--- src/rtl/gpdma_pkg.sv ---
package gpdma_pkg;

  // Control byte, bit order is what the host reads back
  typedef struct packed {
    logic       b_to_a;     // 7
    logic       indir;      // 6 (stored only)
    logic       spare;      // 5 (stored only)
    logic       step_dn;    // 4
    logic       step_hold;  // 3
    logic [2:0] mode;       // 2:0
  } dma_ctl_t;

  localparam logic [7:0] BWIN_PAGE = 8'h21;
  localparam logic [7:0] WRAM_PORT = 8'h80;

  localparam logic [3:0] SL_CTL   = 4'h0;
  localparam logic [3:0] SL_BIDX  = 4'h1;
  localparam logic [3:0] SL_AOFFL = 4'h2;
  localparam logic [3:0] SL_AOFFH = 4'h3;
  localparam logic [3:0] SL_BANK  = 4'h4;
  localparam logic [3:0] SL_CNTL  = 4'h5;
  localparam logic [3:0] SL_CNTH  = 4'h6;
  localparam logic [3:0] SL_XBANK = 4'h7;
  localparam logic [3:0] SL_TBLL  = 4'h8;
  localparam logic [3:0] SL_TBLH  = 4'h9;
  localparam logic [3:0] SL_LINE  = 4'hA;
  localparam logic [3:0] SL_SPA   = 4'hB;
  localparam logic [3:0] SL_SPB   = 4'hF;

  // B-window offset for byte number idx (mod 4) of a channel run
  function automatic logic [1:0] mode_offset(input logic [2:0] mode, input logic [1:0] idx);
    case (mode)
      3'd1, 3'd5: return {1'b0, idx[0]};
      3'd3, 3'd7: return {1'b0, idx[1]};
      3'd4:       return idx;
      default:    return 2'd0;
    endcase
  endfunction

  // Work RAM: full banks 7E/7F, or low 8 KiB of banks with bit 6 clear
  function automatic logic in_wram(input logic [7:0] bank, input logic [15:0] off);
    if (bank == 8'h7E || bank == 8'h7F) return 1'b1;
    if (!bank[6] && off[15:13] == 3'b000) return 1'b1;
    return 1'b0;
  endfunction

endpackage

--- src/rtl/gpdma_pick.sv ---
module gpdma_pick #(
  parameter int N = 8,
  parameter int W = 3
) (
  input  logic [N-1:0] req,
  output logic         any,
  output logic [W-1:0] idx
);
  // Lowest set bit wins
  always_comb begin
    any = |req;
    idx = '0;
    for (int i = N - 1; i >= 0; i--) begin
      if (req[i]) idx = W'(i);
    end
  end
endmodule

--- src/rtl/gpdma_chan_bank.sv ---
module gpdma_chan_bank
  import gpdma_pkg::*;
(
  input  logic        clk,
  input  logic        rst_n,
  input  logic        host_we,
  input  logic [3:0]  host_slot,
  input  logic [7:0]  host_data,
  input  logic        arm,
  input  logic        eng_step,
  input  logic [15:0] eng_aoff,
  input  logic [15:0] eng_cnt,
  input  logic        eng_done,
  input  logic [3:0]  rd_slot,
  output logic        b_to_a,
  output logic        step_dn,
  output logic        step_hold,
  output logic [2:0]  mode,
  output logic [7:0]  bidx,
  output logic [7:0]  bank,
  output logic [15:0] aoff,
  output logic [15:0] cnt,
  output logic        active,
  output logic [7:0]  rd_data
);

  dma_ctl_t    ctl_q, ctl_d;
  logic [7:0]  bidx_q, bidx_d, bank_q, bank_d;
  logic [15:0] aoff_q, aoff_d, cnt_q, cnt_d;
  logic [7:0]  xbank_q, xbank_d, line_q, line_d, spare_q, spare_d;
  logic [15:0] tbl_q, tbl_d;
  logic        act_q, act_d;
  logic        upd;

  assign upd = host_we | arm | eng_step | eng_done;

  always_comb begin
    ctl_d   = ctl_q;
    bidx_d  = bidx_q;
    bank_d  = bank_q;
    aoff_d  = aoff_q;
    cnt_d   = cnt_q;
    xbank_d = xbank_q;
    tbl_d   = tbl_q;
    line_d  = line_q;
    spare_d = spare_q;
    act_d   = act_q;
    if (host_we) begin
      case (host_slot)
        SL_CTL:   ctl_d         = dma_ctl_t'(host_data);
        SL_BIDX:  bidx_d        = host_data;
        SL_AOFFL: aoff_d[7:0]   = host_data;
        SL_AOFFH: aoff_d[15:8]  = host_data;
        SL_BANK:  bank_d        = host_data;
        SL_CNTL:  cnt_d[7:0]    = host_data;
        SL_CNTH:  cnt_d[15:8]   = host_data;
        SL_XBANK: xbank_d       = host_data;
        SL_TBLL:  tbl_d[7:0]    = host_data;
        SL_TBLH:  tbl_d[15:8]   = host_data;
        SL_LINE:  line_d        = host_data;
        SL_SPA, SL_SPB: spare_d = host_data;
        default: ;
      endcase
    end
    if (eng_step) begin
      aoff_d = eng_aoff;
      cnt_d  = eng_cnt;
    end
    if (arm) act_d = 1'b1;
    else if (eng_done) act_d = 1'b0;
  end

  always_ff @(posedge clk or negedge rst_n) begin
    if (!rst_n) begin
      ctl_q   <= '0;
      bidx_q  <= '0;
      bank_q  <= '0;
      aoff_q  <= '0;
      cnt_q   <= '0;
      xbank_q <= '0;
      tbl_q   <= '0;
      line_q  <= '0;
      spare_q <= '0;
      act_q   <= 1'b0;
    end else if (upd) begin
      ctl_q   <= ctl_d;
      bidx_q  <= bidx_d;
      bank_q  <= bank_d;
      aoff_q  <= aoff_d;
      cnt_q   <= cnt_d;
      xbank_q <= xbank_d;
      tbl_q   <= tbl_d;
      line_q  <= line_d;
      spare_q <= spare_d;
      act_q   <= act_d;
    end
  end

  always_comb begin
    case (rd_slot)
      SL_CTL:   rd_data = ctl_q;
      SL_BIDX:  rd_data = bidx_q;
      SL_AOFFL: rd_data = aoff_q[7:0];
      SL_AOFFH: rd_data = aoff_q[15:8];
      SL_BANK:  rd_data = bank_q;
      SL_CNTL:  rd_data = cnt_q[7:0];
      SL_CNTH:  rd_data = cnt_q[15:8];
      SL_XBANK: rd_data = xbank_q;
      SL_TBLL:  rd_data = tbl_q[7:0];
      SL_TBLH:  rd_data = tbl_q[15:8];
      SL_LINE:  rd_data = line_q;
      SL_SPA, SL_SPB: rd_data = spare_q;
      default:  rd_data = 8'h00;
    endcase
  end

  assign b_to_a    = ctl_q.b_to_a;
  assign step_dn   = ctl_q.step_dn;
  assign step_hold = ctl_q.step_hold;
  assign mode      = ctl_q.mode;
  assign bidx      = bidx_q;
  assign bank      = bank_q;
  assign aoff      = aoff_q;
  assign cnt       = cnt_q;
  assign active    = act_q;

endmodule

--- src/rtl/gpdma_seq.sv ---
module gpdma_seq
  import gpdma_pkg::*;
#(
  parameter int NCH      = 8,
  parameter int CH_W     = 3,
  parameter int OVH_CYC  = 8,
  parameter int SLOT_CYC = 8
) (
  input  logic            clk,
  input  logic            rst_n,
  input  logic [NCH-1:0]  active,
  input  logic            b_to_a,
  input  logic            step_dn,
  input  logic            step_hold,
  input  logic [2:0]      mode,
  input  logic [7:0]      bidx,
  input  logic [7:0]      bank,
  input  logic [15:0]     aoff,
  input  logic [15:0]     cnt,
  input  logic [7:0]      a_rdata,
  input  logic [7:0]      b_rdata,
  output logic [CH_W-1:0] cur_ch,
  output logic            step,
  output logic            done,
  output logic [15:0]     nxt_aoff,
  output logic [15:0]     nxt_cnt,
  output logic            run,
  output logic [23:0]     a_addr,
  output logic            a_rd,
  output logic            a_wr,
  output logic [15:0]     b_addr,
  output logic            b_rd,
  output logic            b_wr,
  output logic [7:0]      wdata
);

  localparam int TMAX = (OVH_CYC > SLOT_CYC) ? OVH_CYC : SLOT_CYC;
  localparam int TW   = $clog2(TMAX + 1);
  localparam logic [TW-1:0] OVH_LD  = TW'(OVH_CYC - 1);
  localparam logic [TW-1:0] SLOT_LD = TW'(SLOT_CYC - 1);

  typedef enum logic [1:0] {S_IDLE, S_OVH, S_SLOT} st_t;

  st_t             st_q, st_d;
  logic [TW-1:0]   tmr_q, tmr_d;
  logic [CH_W-1:0] ch_q, ch_d;
  logic [1:0]      idx_q, idx_d;
  logic            xfer, hit;
  logic [7:0]      bl;
  logic [NCH-1:0]  remaining;
  logic            rem_any;
  logic [CH_W-1:0] rem_idx;

  // Byte datapath
  always_comb begin
    xfer     = (st_q == S_SLOT) && (tmr_q == '0);
    bl       = bidx + {6'b0, mode_offset(mode, idx_q)};
    b_addr   = {BWIN_PAGE, bl};
    a_addr   = {bank, aoff};
    hit      = (bl == WRAM_PORT) && in_wram(bank, aoff);
    a_rd     = xfer && !b_to_a && !hit;
    b_wr     = xfer && !b_to_a && !hit;
    b_rd     = xfer && b_to_a && !hit;
    a_wr     = xfer && b_to_a;
    wdata    = b_to_a ? (hit ? 8'hFF : b_rdata) : a_rdata;
    nxt_aoff = step_hold ? aoff : (step_dn ? aoff - 16'd1 : aoff + 16'd1);
    nxt_cnt  = cnt - 16'd1;
    step     = xfer;
    done     = xfer && (nxt_cnt == 16'd0);
    remaining = done ? (active & ~(NCH'(1) << ch_q)) : active;
  end

  gpdma_pick #(.N(NCH), .W(CH_W)) u_pick (
    .req (remaining),
    .any (rem_any),
    .idx (rem_idx)
  );

  // Next state
  always_comb begin
    st_d  = st_q;
    tmr_d = tmr_q;
    ch_d  = ch_q;
    idx_d = idx_q;
    case (st_q)
      S_IDLE: begin
        if (rem_any) begin
          st_d  = S_OVH;
          ch_d  = rem_idx;
          tmr_d = OVH_LD;
          idx_d = 2'd0;
        end
      end
      S_OVH: begin
        if (tmr_q == '0) begin
          st_d  = S_SLOT;
          tmr_d = SLOT_LD;
        end else begin
          tmr_d = tmr_q - 1'b1;
        end
      end
      S_SLOT: begin
        if (tmr_q != '0) begin
          tmr_d = tmr_q - 1'b1;
        end else begin
          idx_d = idx_q + 2'd1;
          tmr_d = SLOT_LD;
          if (done) begin
            if (rem_any) begin
              st_d  = S_OVH;
              ch_d  = rem_idx;
              tmr_d = OVH_LD;
              idx_d = 2'd0;
            end else begin
              st_d = S_IDLE;
            end
          end
        end
      end
      default: st_d = S_IDLE;
    endcase
  end

  always_ff @(posedge clk or negedge rst_n) begin
    if (!rst_n) begin
      st_q  <= S_IDLE;
      tmr_q <= '0;
      ch_q  <= '0;
      idx_q <= '0;
    end else begin
      st_q  <= st_d;
      tmr_q <= tmr_d;
      ch_q  <= ch_d;
      idx_q <= idx_d;
    end
  end

  assign cur_ch = ch_q;
  assign run    = (st_q != S_IDLE);

endmodule

--- src/rtl/gpdma_engine.sv ---
module gpdma_engine #(
  parameter int NCH      = 8,
  parameter int OVH_CYC  = 8,
  parameter int SLOT_CYC = 8,
  localparam int CH_W    = (NCH > 1) ? $clog2(NCH) : 1,
  localparam int HAW     = CH_W + 5
) (
  input  logic           clk,
  input  logic           rst_n,
  input  logic           host_wr,
  input  logic [HAW-1:0] host_addr,
  input  logic [7:0]     host_wdata,
  output logic [7:0]     host_rdata,
  output logic           busy,
  output logic [23:0]    a_addr,
  output logic           a_rd,
  output logic           a_wr,
  input  logic [7:0]     a_rdata,
  output logic [15:0]    b_addr,
  output logic           b_rd,
  output logic           b_wr,
  input  logic [7:0]     b_rdata,
  output logic [7:0]     wdata
);

  logic            host_ok, is_start;
  logic [CH_W-1:0] ch_field;
  logic [NCH-1:0]  b2a_v, dn_v, hold_v, act_v;
  logic [2:0]      mode_a [NCH];
  logic [7:0]      bidx_a [NCH];
  logic [7:0]      bank_a [NCH];
  logic [15:0]     aoff_a [NCH];
  logic [15:0]     cnt_a  [NCH];
  logic [7:0]      rd_a   [NCH];
  logic [CH_W-1:0] cur_ch;
  logic            eng_step, eng_done, seq_run;
  logic [15:0]     nxt_aoff, nxt_cnt;

  assign busy     = |act_v;
  assign host_ok  = host_wr & ~busy;
  assign is_start = host_addr[HAW-1];
  assign ch_field = host_addr[HAW-2:4];

  for (genvar g = 0; g < NCH; g++) begin : g_ch
    gpdma_chan_bank u_bank (
      .clk       (clk),
      .rst_n     (rst_n),
      .host_we   (host_ok && !is_start && (ch_field == CH_W'(g))),
      .host_slot (host_addr[3:0]),
      .host_data (host_wdata),
      .arm       (host_ok && is_start && host_wdata[g]),
      .eng_step  (eng_step && (cur_ch == CH_W'(g))),
      .eng_aoff  (nxt_aoff),
      .eng_cnt   (nxt_cnt),
      .eng_done  (eng_done && (cur_ch == CH_W'(g))),
      .rd_slot   (host_addr[3:0]),
      .b_to_a    (b2a_v[g]),
      .step_dn   (dn_v[g]),
      .step_hold (hold_v[g]),
      .mode      (mode_a[g]),
      .bidx      (bidx_a[g]),
      .bank      (bank_a[g]),
      .aoff      (aoff_a[g]),
      .cnt       (cnt_a[g]),
      .active    (act_v[g]),
      .rd_data   (rd_a[g])
    );
  end

  always_comb begin
    if (is_start || int'(ch_field) >= NCH) host_rdata = 8'h00;
    else host_rdata = rd_a[ch_field];
  end

  gpdma_seq #(
    .NCH(NCH), .CH_W(CH_W), .OVH_CYC(OVH_CYC), .SLOT_CYC(SLOT_CYC)
  ) u_seq (
    .clk       (clk),
    .rst_n     (rst_n),
    .active    (act_v),
    .b_to_a    (b2a_v[cur_ch]),
    .step_dn   (dn_v[cur_ch]),
    .step_hold (hold_v[cur_ch]),
    .mode      (mode_a[cur_ch]),
    .bidx      (bidx_a[cur_ch]),
    .bank      (bank_a[cur_ch]),
    .aoff      (aoff_a[cur_ch]),
    .cnt       (cnt_a[cur_ch]),
    .a_rdata   (a_rdata),
    .b_rdata   (b_rdata),
    .cur_ch    (cur_ch),
    .step      (eng_step),
    .done      (eng_done),
    .nxt_aoff  (nxt_aoff),
    .nxt_cnt   (nxt_cnt),
    .run       (seq_run),
    .a_addr    (a_addr),
    .a_rd      (a_rd),
    .a_wr      (a_wr),
    .b_addr    (b_addr),
    .b_rd      (b_rd),
    .b_wr      (b_wr),
    .wdata     (wdata)
  );

endmodule

--- config.mk ---
export PLATFORM = sky130hd
export DESIGN_NAME = gpdma_engine
export DESIGN_NICKNAME = d
export VERILOG_FILES = /design/src/rtl/gpdma_pkg.sv /design/src/rtl/gpdma_pick.sv /design/src/rtl/gpdma_chan_bank.sv /design/src/rtl/gpdma_seq.sv /design/src/rtl/gpdma_engine.sv
export SDC_FILE = /design/constraint.sdc
export NUM_CORES = 2
export LEC_CHECK = 0
export ABC_CLOCK_PERIOD_IN_PS = 9170
export CORE_ASPECT_RATIO = 1.75
export CORE_UTILIZATION = 24
export DETAILED_ROUTE_END_ITERATION = 6
export MAX_ROUTING_LAYER = met4
export PLACE_DENSITY_LB_ADDON = 0.1
export SLEW_MARGIN = 20
export SYNTH_ARGS = -nofsm -noshare
export SYNTH_HDL_FRONTEND = slang
export SYNTH_HIERARCHICAL = 1
export SYNTH_SLANG_ARGS = --single-unit
--- constraint.sdc ---
create_clock -name clk -period 9.17 [get_ports clk]
set_input_delay 1.3755 -clock clk [delete_from_list [all_inputs] [get_ports clk]]
set_output_delay 1.3755 -clock clk [all_outputs]
set_load 0.02 [all_outputs]
# [After elaboration in Yosys (flattened, before gate mapping)]
# Index checks and enable logic that the tools add are counted.
[totals] regBits=787 latchBits=0 word_cells=571 output_inout_bits=61 ram_bits=0 rom_bits=0 mem_count=0 in_bits=35
[classes] shifts=1 eq_ne=40 n_bitwise=30 n_lt_le_gt_ge=3 reduce_logical=218 n_mux=125 div_mod_pow=0 multipliers=0 add_sub_neg=6
[ops] op="$pmux 8 s12" n=8
[ops] op="$mux 16" n=38
[ops] op="$reduce_and 3->1" n=98
[ops] op="$mux 8" n=14
[ops] op="$reduce_bool 2->1" n=49
[ops] op="$bmux 16 s3" n=2
[ops] op="$bmux 8 s3" n=3
[ops] op="$logic_and 1x1->1" n=42
[ops] op="$mux 3" n=13
[ops] op="$eq 3x3->1 const B" n=11
[ops] op="$sub 16x1->16 const B" n=2
[ops] op="$mux 1" n=27
[ops] op="$or 1x1->1" n=24
[ops] op="$eq 4x4->1 const B" n=5
[ops] op="$reduce_and 2->1" n=9
[ops] op="$add 16x1->16 const B" n=1
[ops] op="$eq 4x3->1 const B" n=4
[ops] op="$eq 8x7->1 const B" n=2
[ops] op="$logic_not 16->1" n=1
[ops] op="$mux 2" n=8
[ops] op="$reduce_or 8->1" n=2
[ops] op="$eq 3x2->1 const B" n=5
[ops] op="$mux 4" n=3
[ops] op="$pmux 2 s3" n=2
[ops] op="33 further kinds" n=50

# [Logic depth before layout (Yosys ltp)]
[depth] word_depth=20 depth_mapped=22 ltp_nobuf=18

# [Hierarchy]
# The synthesis kept the hierarchy.
[by_module_without_submodules] module="gpdma_chan_bank" seq_area_each_um2=2427.3 instances=8 area_per_inst_um2=4961.0 cells_per_inst=441
[by_module_without_submodules] module="gpdma_engine" seq_area_each_um2=0.0 instances=1 area_per_inst_um2=4093.9 cells_per_inst=302
[by_module_without_submodules] module="gpdma_seq" seq_area_each_um2=275.3 instances=1 area_per_inst_um2=3011.6 cells_per_inst=435
[by_module_without_submodules] module="gpdma_pick" seq_area_each_um2=0.0 instances=1 area_per_inst_um2=81.3 cells_per_inst=13

# [Worst setup path before layout]
# Ideal clock, no wire load.
[synth_path] path_type="register to output" from="register u_seq.ch_q[1] (netlist: u_seq/cur_ch[1])" to="output b_wr" path_stages_with_launch=15 arrival_time_ps=4276 t_required_ps=7795 setup_slack_ps=3518 n_path_buf=3 cell_sequence="dfrtp_1 -> buf_6 -> buf_2 -> mux4_2 -> mux2_4 -> o21ai_0 -> ha_1 -> inv_1 -> fa_1 -> nor2_1 -> nand2_1 -> xnor2_1 -> nand4b_1 -> nor3b_1 -> buf_4"
[synth_via] word_cells_on_any_way=42 cone_classes="add/sub: 1; eq/ne: 8; mux: 21; bitwise: 1; reduce/logical: 11"
[synth_rtl] element="start, declared" line="gpdma_seq.sv:46" source="logic [CH_W-1:0] ch_q, ch_d;"
[synth_rtl] element="start signal, assigned" line="gpdma_seq.sv:133" source="ch_q <= ch_d;"
[synth_rtl] element="$not 3->4 (not written as such) (*)" line="gpdma_engine.sv:84, gpdma_engine.sv:85"
[synth_rtl] element="$bmux 3 s3" line="gpdma_engine.sv:84" source=".mode (mode_a[cur_ch]),"
[synth_rtl] element="$mux 3 (not written as such) (2 in series)" line="gpdma_engine.sv:84"
[synth_rtl] element="$eq 3x2->1, or another cell as far along" line="gpdma_pkg.sv:32" source="case (mode)"
[synth_rtl] element="$reduce_or 2->1" line="gpdma_pkg.sv:32"
[synth_rtl] element="$pmux 2 s3" line="gpdma_pkg.sv:32"
[synth_rtl] element="$add 8x2->8 (*)" line="gpdma_seq.sv:57" source="bl = bidx + {6'b0, mode_offset(mode, idx_q)};"
[synth_rtl] element="named net b_addr[6]" line="gpdma_engine.sv:19" source="output logic [15:0] b_addr,"
[synth_rtl] element="$eq 8x8->1 (*)" line="gpdma_seq.sv:60" source="hit = (bl == WRAM_PORT) && in_wram(bank, aoff);"
[synth_rtl] element="$logic_and 1x1->1 (*)" line="gpdma_seq.sv:60"
[synth_rtl] element="$logic_not 1->1 (*)"
[synth_rtl] element="$logic_and 1x1->1 (*)"
[synth_rtl] element="end, declared" line="gpdma_engine.sv:21" source="output logic b_wr,"
# Mark *: on every way through the listed nets, which the timed path passes. The rest lies on a longest branch. The select of a mux whose other input is x is not followed.

# [Worst setup path after layout]
[layout_path] from="register u_seq.ch_q[1] (netlist: u_seq/cur_ch[1])" to="output wdata[0]"
[layout_via] elab_chain_cells=13 word_cells_on_any_way=40 cone_classes="add/sub: 1; eq/ne: 8; mux: 23; bitwise: 1; reduce/logical: 7"
[layout_rtl] element="parallel branches: the longest is 12 deep, another holds $add 8x2->8"
[layout_rtl] element="$mux 8 (*)" line="gpdma_seq.sv:65" source="wdata = b_to_a ? (hit ? 8'hFF : b_rdata) : a_rdata;"
[layout_rtl] element="end, declared" line="gpdma_engine.sv:23" source="output logic [7:0] wdata"
# Mark *: on every way between the ends. The select of a mux whose other input is x is not followed.

==> impl_summary.md <==
Worst setup path
The type of element capturing the critical path is an output port. The largest individual stage delay along the critical path comes from the cell dfrtp_4. For this run, the slowest stage of the critical path takes 0.97 ns. The top cell family by delay on the critical path is buffers and inverters. The worst path arrival time is 6.36 ns. By startpoint and endpoint, the worst setup path is classified as reg2out. Of all nets on the critical path, the largest fanout is 39. The critical path data required time is 7.79 ns.

STA classifies the critical path startpoint as a flop. The number of buffers and inverters on the critical path is 3. The total number of cells along the worst setup path is 12. Traced cell by cell, the critical path runs through buf_4, mux4_2, mux2_4, ha_1, inv_1, fa_1, a21oi_1, o22ai_1, nor4b_1, nand4b_1, a31oi_1, clkdlybuf4s50_1. For the worst flop-to-flop path, the logic depth is 16.

Min path
The worst min-delay path category is reg2reg. The worst hold path stage count is 1.

Floorplanning
For this configuration, the core starts out at a cell density of 24.1%. The die height is 587 um. Measured along the x axis, the die boundary spans 336 um.

In this run the count of I/O pins placed on the die edge is 96. The area of the die is 197000 um2. After floorplanning, the core was divided into 214 placement rows.

The core region is 194000 um2.

Place
During placement, the flow inserted port buffers numbering 87. The placed instances occupy a cell area of 50000 um2. The congestion estimate from routability-driven global placement came to 1.00. After legalization and detailed placement, the total HPWL measured 198000 um.

Drt
In this run the remaining antenna-violating nets after routing total 0. The number of violations reported at the end of detailed-routing iteration 0 is 3169. Before antenna repair, the detailed router went through 7 iterations. Wires add up to 269000 um.

The detailed router placed 37000 vias in this run. After detailed routing, the number of vias per cell comes to 5.41. In the routed design, unresolved DRC markers number 0. Dividing the detail-routed wire length by the instance count gives 39.3 um.

Clock network
The number of clock sinks seen by CTS is 787. In this run the number of H-tree levels came out at 3. The clock-pin slew on the worst setup and hold paths is 0.07 ns.

In this run, post-CTS repair resized a total of 0 instances. The maximum count of clock buffers along a single path is 3. The master cell of the clock root buffer is clkbuf_16. TritonCTS built the clock tree. After clock tree synthesis, the flow added hold-fix buffers numbering 0. Counting the buffers created by CTS gives 85.

Post-CTS timing repair inserted 0 buffers for setup. The clock network latency to the later pin of the worst-skew pair is 0.70 ns.

Timing
The routed design could run at a clock period as short as 7.73 ns. The final number of max-transition violations was 0. Setup repair after global routing left no endpoint under its margin. Timing would allow up to 129 MHz.

The total negative slack is 0 ns. The final number of setup-violating endpoints is 0. The count of final hold-check violations is 0. The post-route clock skew is 0.0297 ns. Measured against its own limit, the worst slew margin works out to 14.4%. Of the available clock period, the critical path in the final layout requires 84.3%.

The transition time at the pin with the least slew margin is 1.27 ns.

Logic synthesis
Summing every instance area after synthesis gives 46900 um2. The cell count after synthesis is 4277. The average instance area after synthesis is 11.0 um2. Yosys printed 6 warnings.

Pwr
The peak supply drop is 0.154 mV. The areal power density over the cells is 235 nW/um2. Summed over all cells, the static leakage comes to 0.0221 uW.

Global route
Entering global routing, the biggest net connects 150 pins. Global routing used 27.8% of the available tracks. After global routing the overflow that remains totals 0.

The initial antenna violation count is 20. The number of global-route vias before repair is 37200. The wire length of the first global-routing pass is 360000 um.

Layout
In the final layout, the multi-input gates occupy 25000 um2. The synthesis-to-finish area growth is 13.1%. Counting the fill cells in the layout gives 20400. The sequential cells in the finished layout cover a total of 19700 um2.

The fraction of layout cells with a size suffix above 1 is 26.3%. The final net count is 4216. The finished cells cover 53000 um2.

Run status
The run finished with clean final reports.

Job
Max-cap violations in this run came to 0.
layout by cell type (no fill, tap or decap), types with 23 or more instances in the layout:
cell type	count
a21oi_1	106
a221oi_1	24
a22oi_1	58
a31oi_1	67
and3_1	49
buf_4	97
clkbuf_16	87
clkdlybuf4s50_1	73
dfrtp_1	784
ha_1	23
inv_1	75
mux2_2	602
mux2i_1	330
mux4_2	132
nand2_1	388
nand2b_1	43
nand3_1	100
nand3b_1	44
nand4_1	24
nor2_1	118
nor2b_1	27
nor3_1	37
o21ai_0	334
o22ai_1	44
or2_2	26
or4_1	28
worst reg2reg max path, stage by stage, from the launching register on:
cell,delay (ns)
dfrtp_4,0.97
buf_4,0.73
mux4_2,0.62
mux2_2,0.36
or4b_1,0.69
nor4b_2,0.27
o21ai_1,0.21
a2111oi_4,0.93
nand2_1,0.28
o31a_1,0.34
nor4_2,0.30
nand3_1,0.39
nor2b_1,0.36
a21oi_1,0.15
a31oi_1,0.21
o31a_1,0.16
o311ai_1,0.10
state kept, by name (all words and copies together) (netlist names):
register,count
u_seq/tmr_q,4
g_ch.u_bank/active,8
u_seq/idx_q,2
g_ch.u_bank/bidx,64
g_ch.u_bank/b_to_a,8
u_seq/st_q,2
g_ch.u_bank/aoff,128
g_ch.u_bank/xbank_q,64
g_ch.u_bank/spare_q,64
u_seq/cur_ch,3
g_ch.u_bank/bank,64
g_ch.u_bank/tbl_q,128
g_ch.u_bank/step_hold,8
g_ch.u_bank/cnt,128
g_ch.u_bank/step_dn,8
g_ch.u_bank/line_q,64
g_ch.u_bank/ctl_q,16
g_ch.u_bank/mode,24
stage by stage:
| step | hold WS (ns) | utilization (%) | total power [uW] | setup WS [ns] | cells |
|---|---|---|---|---|---|
| after floorplan | 0.471 | - | 6290 | 3.52 | 4283 |
| after global placement | 0.479 | 25.7 | 8660 | 2.01 | 6661 |
| after detailed placement | 0.488 | 25.7 | 8650 | 1.98 | 6661 |
| after CTS | 0.502 | 27.3 | 12500 | 1.43 | 6812 |
| after global routing | 0.511 | 27.3 | 12800 | 1.27 | 6826 |
| final | 0.504 | 27.3 | 12500 | 1.44 | 6832 |
where the power goes:
group / total, uW / internal [uW] / switching [uW]
sequential: 4760 / 3820 / 943
clock: 3850 / 2190 / 1660
combinational: 3860 / 1300 / 2560
total: 12500 / 7310 / 5160
routing by layer:
| layer | track usage (%) | up-vias | part of all wire (%) |
|---|---|---|---|
| met5 | - | - | 0 |
| met4 | 23.1 | 0 | 9.9 |
| met3 | 3.23 | 487 | 3.8 |
| met2 | 48.0 | 1326 | 52 |
| met1 | 27.9 | 19600 | 35 |
| li1 | - | 15600 | - |
layout make-up:
type,count,area share (%)
timing repair buffer,189,3.40
sequential,787,37.2
clock inverter,29,0.784
inverter,75,0.531
multi-input combinational,3018,47.1
clock buffer,122,4.75
antenna,20,0.0944
tap,2592,6.12
path summary, 6_finish.rpt:
kind	start	end	slack, ns
worst max-delay path	u_seq/cur_ch[1]	wdata[0]	1.44
worst min-delay path	g_ch[5].u_bank/xbank_q[0]	g_ch[5].u_bank/xbank_q[0]	0.50
worst max register to register	u_seq/cur_ch[1]	u_seq/st_q[0]	1.96
worst min register to register	g_ch[5].u_bank/xbank_q[0]	g_ch[5].u_bank/xbank_q[0]	0.50
max in group asynchronous	rst_n	g_ch[2].u_bank/aoff[5]	6.36
min in group asynchronous	rst_n	g_ch[5].u_bank/bidx[2]	0.60
(Power assumes the default switching activity.)
